## src/rtl/rei_pkg.sv

```systemverilog
package rei_pkg;
  typedef struct packed {
    logic los;
    logic lof;
    logic ais;
    logic rdi;
  } line_defect_t;

  function automatic logic any_defect(input line_defect_t d);
    return d.los | d.lof | d.ais | d.rdi;
  endfunction
endpackage

```

## src/rtl/rei_tx_gen.sv

```systemverilog
module rei_tx_gen #(
  parameter int BYTE_W = 8
) (
  input  logic              clk,
  input  logic              rst,
  input  logic              frame_stb,
  input  logic              tx_en,
  input  logic              err_ins,
  input  logic [BYTE_W-1:0] err_pat,
  input  logic [BYTE_W-1:0] b2_cnt,
  output logic [BYTE_W-1:0] tx_byte
);
  logic ins_d;
  logic pend_q;
  logic ins_rise;
  logic use_pat;

  assign ins_rise = err_ins & ~ins_d;
  assign use_pat  = pend_q | ins_rise;

  always_ff @(posedge clk) begin
    if (rst) begin
      ins_d   <= 1'b0;
      pend_q  <= 1'b0;
      tx_byte <= '0;
    end else begin
      ins_d <= err_ins;
      if (frame_stb) begin
        pend_q <= 1'b0;
        if (use_pat)
          tx_byte <= err_pat;
        else if (tx_en)
          tx_byte <= b2_cnt;
        else
          tx_byte <= '0;
      end else begin
        pend_q <= use_pat;
      end
    end
  end
endmodule

```

## src/rtl/rei_rx_decode.sv

```systemverilog
module rei_rx_decode
  import rei_pkg::*;
#(
  parameter int BYTE_W  = 8,
  parameter int MAX_REI = 24
) (
  input  logic              clk,
  input  logic              rst,
  input  logic              frame_stb,
  input  logic [BYTE_W-1:0] rx_byte,
  input  line_defect_t      defect,
  output logic              flag,
  output logic [BYTE_W-1:0] contrib
);
  localparam logic [BYTE_W-1:0] LIMIT = BYTE_W'(MAX_REI);

  logic              legal;
  logic [BYTE_W-1:0] clamped;

  assign legal   = (rx_byte <= LIMIT);
  assign clamped = legal ? rx_byte : '0;
  assign contrib = any_defect(defect) ? '0 : clamped;

  always_ff @(posedge clk) begin
    if (rst)
      flag <= 1'b0;
    else if (frame_stb)
      flag <= (clamped != '0);
  end
endmodule

```

## src/rtl/rei_accum.sv

```systemverilog
module rei_accum #(
  parameter int BYTE_W = 8,
  parameter int CNT_W  = 20
) (
  input  logic              clk,
  input  logic              rst,
  input  logic              frame_stb,
  input  logic              sec_pulse,
  input  logic [BYTE_W-1:0] contrib,
  output logic [CNT_W-1:0]  acc,
  output logic [CNT_W-1:0]  hold
);
  localparam int SUM_W = CNT_W + 1;

  logic [SUM_W-1:0] sum;
  logic [CNT_W-1:0] add_val;

  assign add_val = frame_stb ? CNT_W'(contrib) : '0;
  assign sum     = {1'b0, acc} + {1'b0, add_val};

  always_ff @(posedge clk) begin
    if (rst) begin
      acc  <= '0;
      hold <= '0;
    end else if (sec_pulse) begin
      hold <= acc;
      acc  <= add_val;
    end else if (sum[CNT_W]) begin
      acc <= '1;
    end else begin
      acc <= sum[CNT_W-1:0];
    end
  end
endmodule

```

## src/rtl/rei_line_proc.sv

```systemverilog
module rei_line_proc
  import rei_pkg::*;
#(
  parameter int BYTE_W  = 8,
  parameter int CNT_W   = 20,
  parameter int MAX_REI = 24
) (
  input  logic              clk,
  input  logic              rst,
  input  logic              frame_stb,
  input  logic [BYTE_W-1:0] b2_err_cnt,
  input  logic              tx_rei_en,
  input  logic              err_ins,
  input  logic [BYTE_W-1:0] err_pat,
  input  logic [BYTE_W-1:0] rx_rei_byte,
  input  logic              los,
  input  logic              lof,
  input  logic              ais_l,
  input  logic              rdi_l,
  input  logic              sec_pulse,
  output logic [BYTE_W-1:0] tx_rei_byte,
  output logic              rx_rei_flag,
  output logic [CNT_W-1:0]  rei_hold
);
  line_defect_t      defect;
  logic [BYTE_W-1:0] contrib;
  logic [CNT_W-1:0]  acc_q;

  assign defect = '{los: los, lof: lof, ais: ais_l, rdi: rdi_l};

  rei_tx_gen #(.BYTE_W(BYTE_W)) u_tx (
    .clk(clk), .rst(rst), .frame_stb(frame_stb), .tx_en(tx_rei_en),
    .err_ins(err_ins), .err_pat(err_pat), .b2_cnt(b2_err_cnt),
    .tx_byte(tx_rei_byte)
  );

  rei_rx_decode #(.BYTE_W(BYTE_W), .MAX_REI(MAX_REI)) u_rx (
    .clk(clk), .rst(rst), .frame_stb(frame_stb), .rx_byte(rx_rei_byte),
    .defect(defect), .flag(rx_rei_flag), .contrib(contrib)
  );

  rei_accum #(.BYTE_W(BYTE_W), .CNT_W(CNT_W)) u_acc (
    .clk(clk), .rst(rst), .frame_stb(frame_stb), .sec_pulse(sec_pulse),
    .contrib(contrib), .acc(acc_q), .hold(rei_hold)
  );
endmodule

```

## config.mk

```make
export PLATFORM = sky130hd
export DESIGN_NAME = rei_line_proc
export DESIGN_NICKNAME = d
export VERILOG_FILES = /design/src/rtl/rei_pkg.sv /design/src/rtl/rei_tx_gen.sv /design/src/rtl/rei_rx_decode.sv /design/src/rtl/rei_accum.sv /design/src/rtl/rei_line_proc.sv
export SDC_FILE = /design/constraint.sdc
export NUM_CORES = 1
export LEC_CHECK = 0
export CORE_MARGIN = 2
export CORE_UTILIZATION = 40
export CTS_BUF_LIST = sky130_fd_sc_hd__clkbuf_8
export CTS_CLUSTER_DIAMETER = 50
export DETAILED_ROUTE_END_ITERATION = 8
export GPL_TIMING_DRIVEN = 0
export PLACE_DENSITY_LB_ADDON = 0.3
export SLEW_MARGIN = 10
export SYNTH_ARGS = -nofsm -noshare
export SYNTH_HDL_FRONTEND = slang
export SYNTH_HIERARCHICAL = 1
export SYNTH_SLANG_ARGS = --single-unit
```

## constraint.sdc

```tcl
create_clock -name clk -period 4 [get_ports clk]
set_input_delay 0.8 -clock clk [delete_from_list [all_inputs] [get_ports clk]]
set_output_delay 0.8 -clock clk [all_outputs]
set_load 0.02 [all_outputs]
```

[After elaboration in Yosys (flattened, before gate mapping)]
Index checks and enable logic that the tools add are counted.
Cells by class
  divide/modulo/power cells: 0
  bitwise operators: 6
  equality and inequality tests: 0
  shifts and indexed selects: 0
  muxes and demuxes: 7
  add/subtract/negate cells: 1
  reduce and logical (&&, ||, !) cells: 2
  multiply operators: 0
  $lt $le $gt $ge: 1
Operators with widths (number)
  two-way mux 20 bit: 2
  two-way mux 8 bit: 5
  adder 20 x 20 -> 21 bit: 1
  <= comparator 8 x 5 -> 1 bit (second input constant): 1
  nonzero test 8 bit: 1
  bitwise OR 1 bit: 4
  OR reduction 2 bit: 1
  AND 1 bit: 1
  inverter 1 bit: 1
Storage, ports and cells
  input bits: 34
  memories: 0
  bits in latches: 0
  word-level logic and storage cells: 23
  register bits after elaboration: 51
  memory bits (read-only): 0
  RAM bits: 0

[Longest topological paths before layout]
  depth after elaboration: 8
  depth in mapped cells: 13

[Modules after synthesis]
Netlist, hierarchy kept.
Modules (own cells, without submodules)
  rei_accum: area an instance 2037.0 um^2, instances 1, cells an instance 210
  rei_tx_gen: area an instance 514.2 um^2, instances 1, cells an instance 54
  rei_rx_decode: area an instance 143.9 um^2, instances 1, cells an instance 20

[Least setup slack after synthesis]
Ideal clock, no wire load.
  path kind: in2reg
  from: input rx_rei_byte[0]
  to: register u_acc.acc[19]
  cell stages on the path: 12
  setup slack: 790 ps
  library setup time: 124 ps
  data arrival time: 3086 ps
  path through: o311ai_2 -> and3_2 -> and2_1 -> nand2_1 -> inv_1 -> ha_1 -> fa_1 -> a211oi_2 -> o21ai_2 -> o211a_1 -> buf_6 -> o311a_2
Between the ends
  longest elaborated chain between the ends: 7
RTL lines
  from (decl): line rei_line_proc.sv:15  | input logic [BYTE_W-1:0] rx_rei_byte,
  <= comparator 8 x 5 -> 1 bit: line rei_rx_decode.sv:20  | assign legal = (rx_byte <= LIMIT);
  two-way mux 8 bit (*): line rei_rx_decode.sv:21  | assign clamped = legal ? rx_byte : '0;
  two-way mux 8 bit (*): line rei_rx_decode.sv:22  | assign contrib = any_defect(defect) ? '0 : clamped;
  via contrib[0]: line rei_line_proc.sv:26  | logic [BYTE_W-1:0] contrib;
  two-way mux 8 bit (*): line rei_accum.sv:18  | assign add_val = frame_stb ? CNT_W'(contrib) : '0;
  adder 20 x 20 -> 21 bit (*): line rei_accum.sv:19  | assign sum = {1'b0, acc} + {1'b0, add_val};
  two-way mux 20 bit (*): line rei_accum.sv:28  | end else if (sum[CNT_W]) begin
  two-way mux 20 bit (*): line rei_accum.sv:25  | end else if (sec_pulse) begin
  to (signal assigned): line rei_accum.sv:27  | acc <= add_val;
  to (signal assigned): line rei_accum.sv:31  | acc <= sum[CNT_W-1:0];
  to (decl): line rei_accum.sv:10  | output logic [CNT_W-1:0] acc,
The timed path passes the listed nets; every way through them passes the cells marked *.
A chain may end at the register's enable or synchronous reset.

[Worst setup path after layout]
  from: input rx_rei_byte[4]
  to: register u_acc.acc[7]
Between the ends
  longest elaborated chain between the ends: 7
RTL lines (line)
  <= comparator 8 x 5 -> 1 bit: rei_rx_decode.sv:20
  two-way mux 8 bit: rei_rx_decode.sv:21
  two-way mux 8 bit: rei_rx_decode.sv:22
  via contrib[0]: rei_line_proc.sv:26
  two-way mux 8 bit: rei_accum.sv:18
  adder 20 x 20 -> 21 bit: rei_accum.sv:19
  two-way mux 20 bit: rei_accum.sv:28
  two-way mux 20 bit: rei_accum.sv:25
The timed path passes the listed nets, and every way through them passes these cells.

==> flow_metrics.env <==
export IMPL_drt_iter0_drc=84
export IMPL_seq_power_share_pct=53.5
export IMPL_drive_above_1_share_pct=14.97
export IMPL_yosysSeqAreaShare_pct=37.88
export IMPL_hold_viol=0
export IMPL_viasPerCell=5.237
export IMPL_syn_area_um2=2695
export IMPL_p_switching_uw=264.8
export IMPL_dr_pass1_iters=4
export IMPL_grt_usage_pct=17.07
export IMPL_place_area_um2=3410
export IMPL_diodes=0
export IMPL_numPortBuffers=61
export IMPL_required_ns=4.16
export IMPL_post_cts_buffers=0
export IMPL_grt_pass1_vias=2164
export IMPL_grt_pass1_wl_mm=10.23
export IMPL_grt_setup_unrepaired="no"
export IMPL_wirelength_mm=6.069
export IMPL_ys_seq_elements=51
export IMPL_die_y_um=86.09
export IMPL_pre_cts_ws_ns=-0.07057
export IMPL_slowest_delay_ns=0.54
export IMPL_crit_path_cell_trace="clkdlybuf4s50_1 -> o311ai_2 -> and3_2 -> and2_1 -> nand2_1 -> inv_1 -> ha_1 -> fa_1 -> a211oi_2 -> o21ai_2 -> o211a_1 -> buf_6 -> a21oi_4 -> a221oi_2"
export IMPL_p_int_uw=726.5
export IMPL_synth_top_area_share_pct=37.88
export IMPL_slew_headroom_pct=51.89
export IMPL_vias=2257
export IMPL_antenna_found_initial=0
export IMPL_reg2reg_slack_ns=1.60
export IMPL_setup_viol=0
export IMPL_power_density_nw_per_um2=283.9
export IMPL_yosysTopAreaCell="dfxtp_1"
export IMPL_syn_area_per_cell_um2=9.490
export IMPL_post_cts_resized=0
export IMPL_worstSetupPathType="in -> reg"
export IMPL_clk_pin_slew_ns=0.09
export IMPL_core_area_um2=6422
export IMPL_vdd_drop_max_mv=0.1371
export IMPL_cts_root_buf="clkbuf_8"
export IMPL_start_kind="primary input"
export IMPL_start_util_pct=41.96
export IMPL_fmax_mhz=266.4
export IMPL_synth_edf_count=0
export IMPL_drt_antenna_violating_nets=0
export IMPL_postLayoutCellArea_um2=3492
export IMPL_mostFrequentLayoutCell="clkdlybuf4s50_1"
export IMPL_gp_congestion=0.8127
export IMPL_die_w_um=86.09
export IMPL_skew_ns=0.005513
export IMPL_rows=29
export IMPL_netSwitchingFraction_pct=26.71
export IMPL_netlist_top_cells_area="dfxtp_1 38%, mux2i_1 7.4%, o211ai_2 4.6%, a221oi_2 4.5%, ha_1 3.7%"
export IMPL_finalMaxSlewViolations=0
export IMPL_crit_path_end_kind="register"
export IMPL_final_util_pct=54.37
export IMPL_die_area_um2=7411
export IMPL_synthCells=284
export IMPL_synth_distinct_cells=50
export IMPL_num_fill_cells=613
export IMPL_period_needed_ns=3.754
export IMPL_nets=397
export IMPL_async_reset_ff_share_pct=0
export IMPL_arrival_ns=3.91
export IMPL_area_growth_pct=29.57
export IMPL_grt_overflow=0
export IMPL_clk_insertion_delay_late_ns=0.31
export IMPL_cts_hold_buffers=0
export IMPL_drc=0
export IMPL_post_drt_wl_per_cell_um=14.08
export IMPL_path_max_fanout=10
export IMPL_cp_slowest_cell="clkdlybuf4s50_1"
export IMPL_grt_max_degree=16
export IMPL_clk_path_buf_depth=2
export IMPL_ys_warn_count=6
export IMPL_io_pin_count=63
export IMPL_htree_levels=2
export IMPL_cts_buffers=5
export IMPL_power_frac_comb_pct=16.9
export IMPL_cts_tree="done"
export IMPL_hpwl_mm=4.520
export IMPL_power_share_clock_pct=29.5
export IMPL_min_path_type="reg -> reg"
export IMPL_synthFlopType="dfxtp_1"
export IMPL_status="finished clean"
export IMPL_fin_ws_ns=0.2464
export IMPL_layout_common_cells="61 x clkdlybuf4s50_1, 51 x dfxtp_1, 26 x nor2_1"
export IMPL_clock_sinks=51
export IMPL_period_share_pct=93.84
export IMPL_p_leak_nw=1.469
export IMPL_worst_pin_slew_ns=0.7217
export IMPL_maxCapViolations=0
## worst paths after layout
| kind | start | endpoint | depth (start not counted) |
|---|---|---|---|
| worst max register to register | u_acc/acc[0] | u_acc/acc[7] | 8 |
| worst max-delay path | rx_rei_byte[4] | u_acc/acc[7] | 14 |
| worst min-delay path | u_tx/tx_byte[3] | u_tx/tx_byte[3] | 2 |
| worst min register to register | u_tx/tx_byte[3] | u_tx/tx_byte[3] | 2 |
## synth_stat cells, types with 2 or more instances
library cell  instances
a211oi_2              2
a21o_1                3
a21oi_1              10
a221oi_2              8
a31oi_1               4
and2_1                8
and4_1                2
buf_1                 2
buf_2                 6
buf_4                 5
buf_6                 3
clkbuf_1              4
dfxtp_1              51
ha_1                  8
inv_1                11
mux2i_1              20
nand2_1              23
nand3_1              12
nor2_1               26
nor2b_1               3
nor3_1                4
o211ai_1             11
o211ai_2             10
o21ai_0              10
o21ai_2               2
or2_1                 2
xnor2_1               3
xor2_1                9
## per-stage QoR
| stage | cells | power [mW] | hold WS (ns) | setup TNS, ns |
|---|---|---|---|---|
| 5_1_grt | 431 | 1.043 | 0.5166 | 0 |
| 2_1_floorplan | 286 | 0.6387 | 0.4706 | 0 |
| 4_1_cts | 431 | 1.005 | 0.4850 | 0 |
| 3_5_place_dp | 424 | 0.7097 | 0.4610 | -0.4996 |
| 3_3_place_gp | 424 | 0.7068 | 0.4530 | -0.003422 |
| 6_report | 431 | 0.9913 | 0.4801 | 0 |
## routing by layer
layer	up-vias	wire, um	GRT usage [%]	share of wire (%)
met5	-	0	0	0
met4	0	61	4.329	1.0
met3	7	395	4.042	6.5
met2	60	2654	27.20	44
met1	1043	2958	23.23	49
li1	1147	-	-	-
## layout make-up
type	instances	area, um^2	share of cell area, %
Clock inverter	2	13.76	0.3941
Sequential cell	51	1021	29.24
Tap cell	77	96.34	2.759
Inverter	11	41.29	1.182
Buffer	20	123.9	3.547
Timing Repair Buffer	61	610.6	17.48
Multi-Input combinational cell	204	1516	43.43
Clock buffer	5	68.82	1.971
## cell families after synthesis
group | synth area share, %
AND/OR/NAND/NOR | 17.09
other | 0.1391
XOR/XNOR | 3.900
flip-flops | 37.88
adder cells (fa/ha/maj) | 4.457
multiplexers | 7.428
AO/OA/AOI/OAI | 22.98
buffers and inverters | 6.128
## flip-flops by register name, indices dropped and copies added, names as in the netlist
register / flops
u_acc/hold: 20
u_tx/pend_q: 1
u_rx/flag: 1
u_tx/ins_d: 1
u_tx/tx_byte: 8
u_acc/acc: 20
## critical path, delay by kind of cell
kind            cells  cell delay [ns]
compound gates      6             1.20
buf+inv             3             0.73
fa+ha+maj           2             0.68
simple gates        3             0.49
## power by group through the flow
stage               clock network [mW]  registers (mW)  logic, mW
finish                           0.293           0.531      0.168
global route                     0.329           0.533      0.182
CTS                              0.306           0.531      0.168
detailed placement                   0           0.543      0.167
global placement                     0           0.542      0.165
floorplan                            0           0.552     0.0864
(Power assumes the default switching activity.)
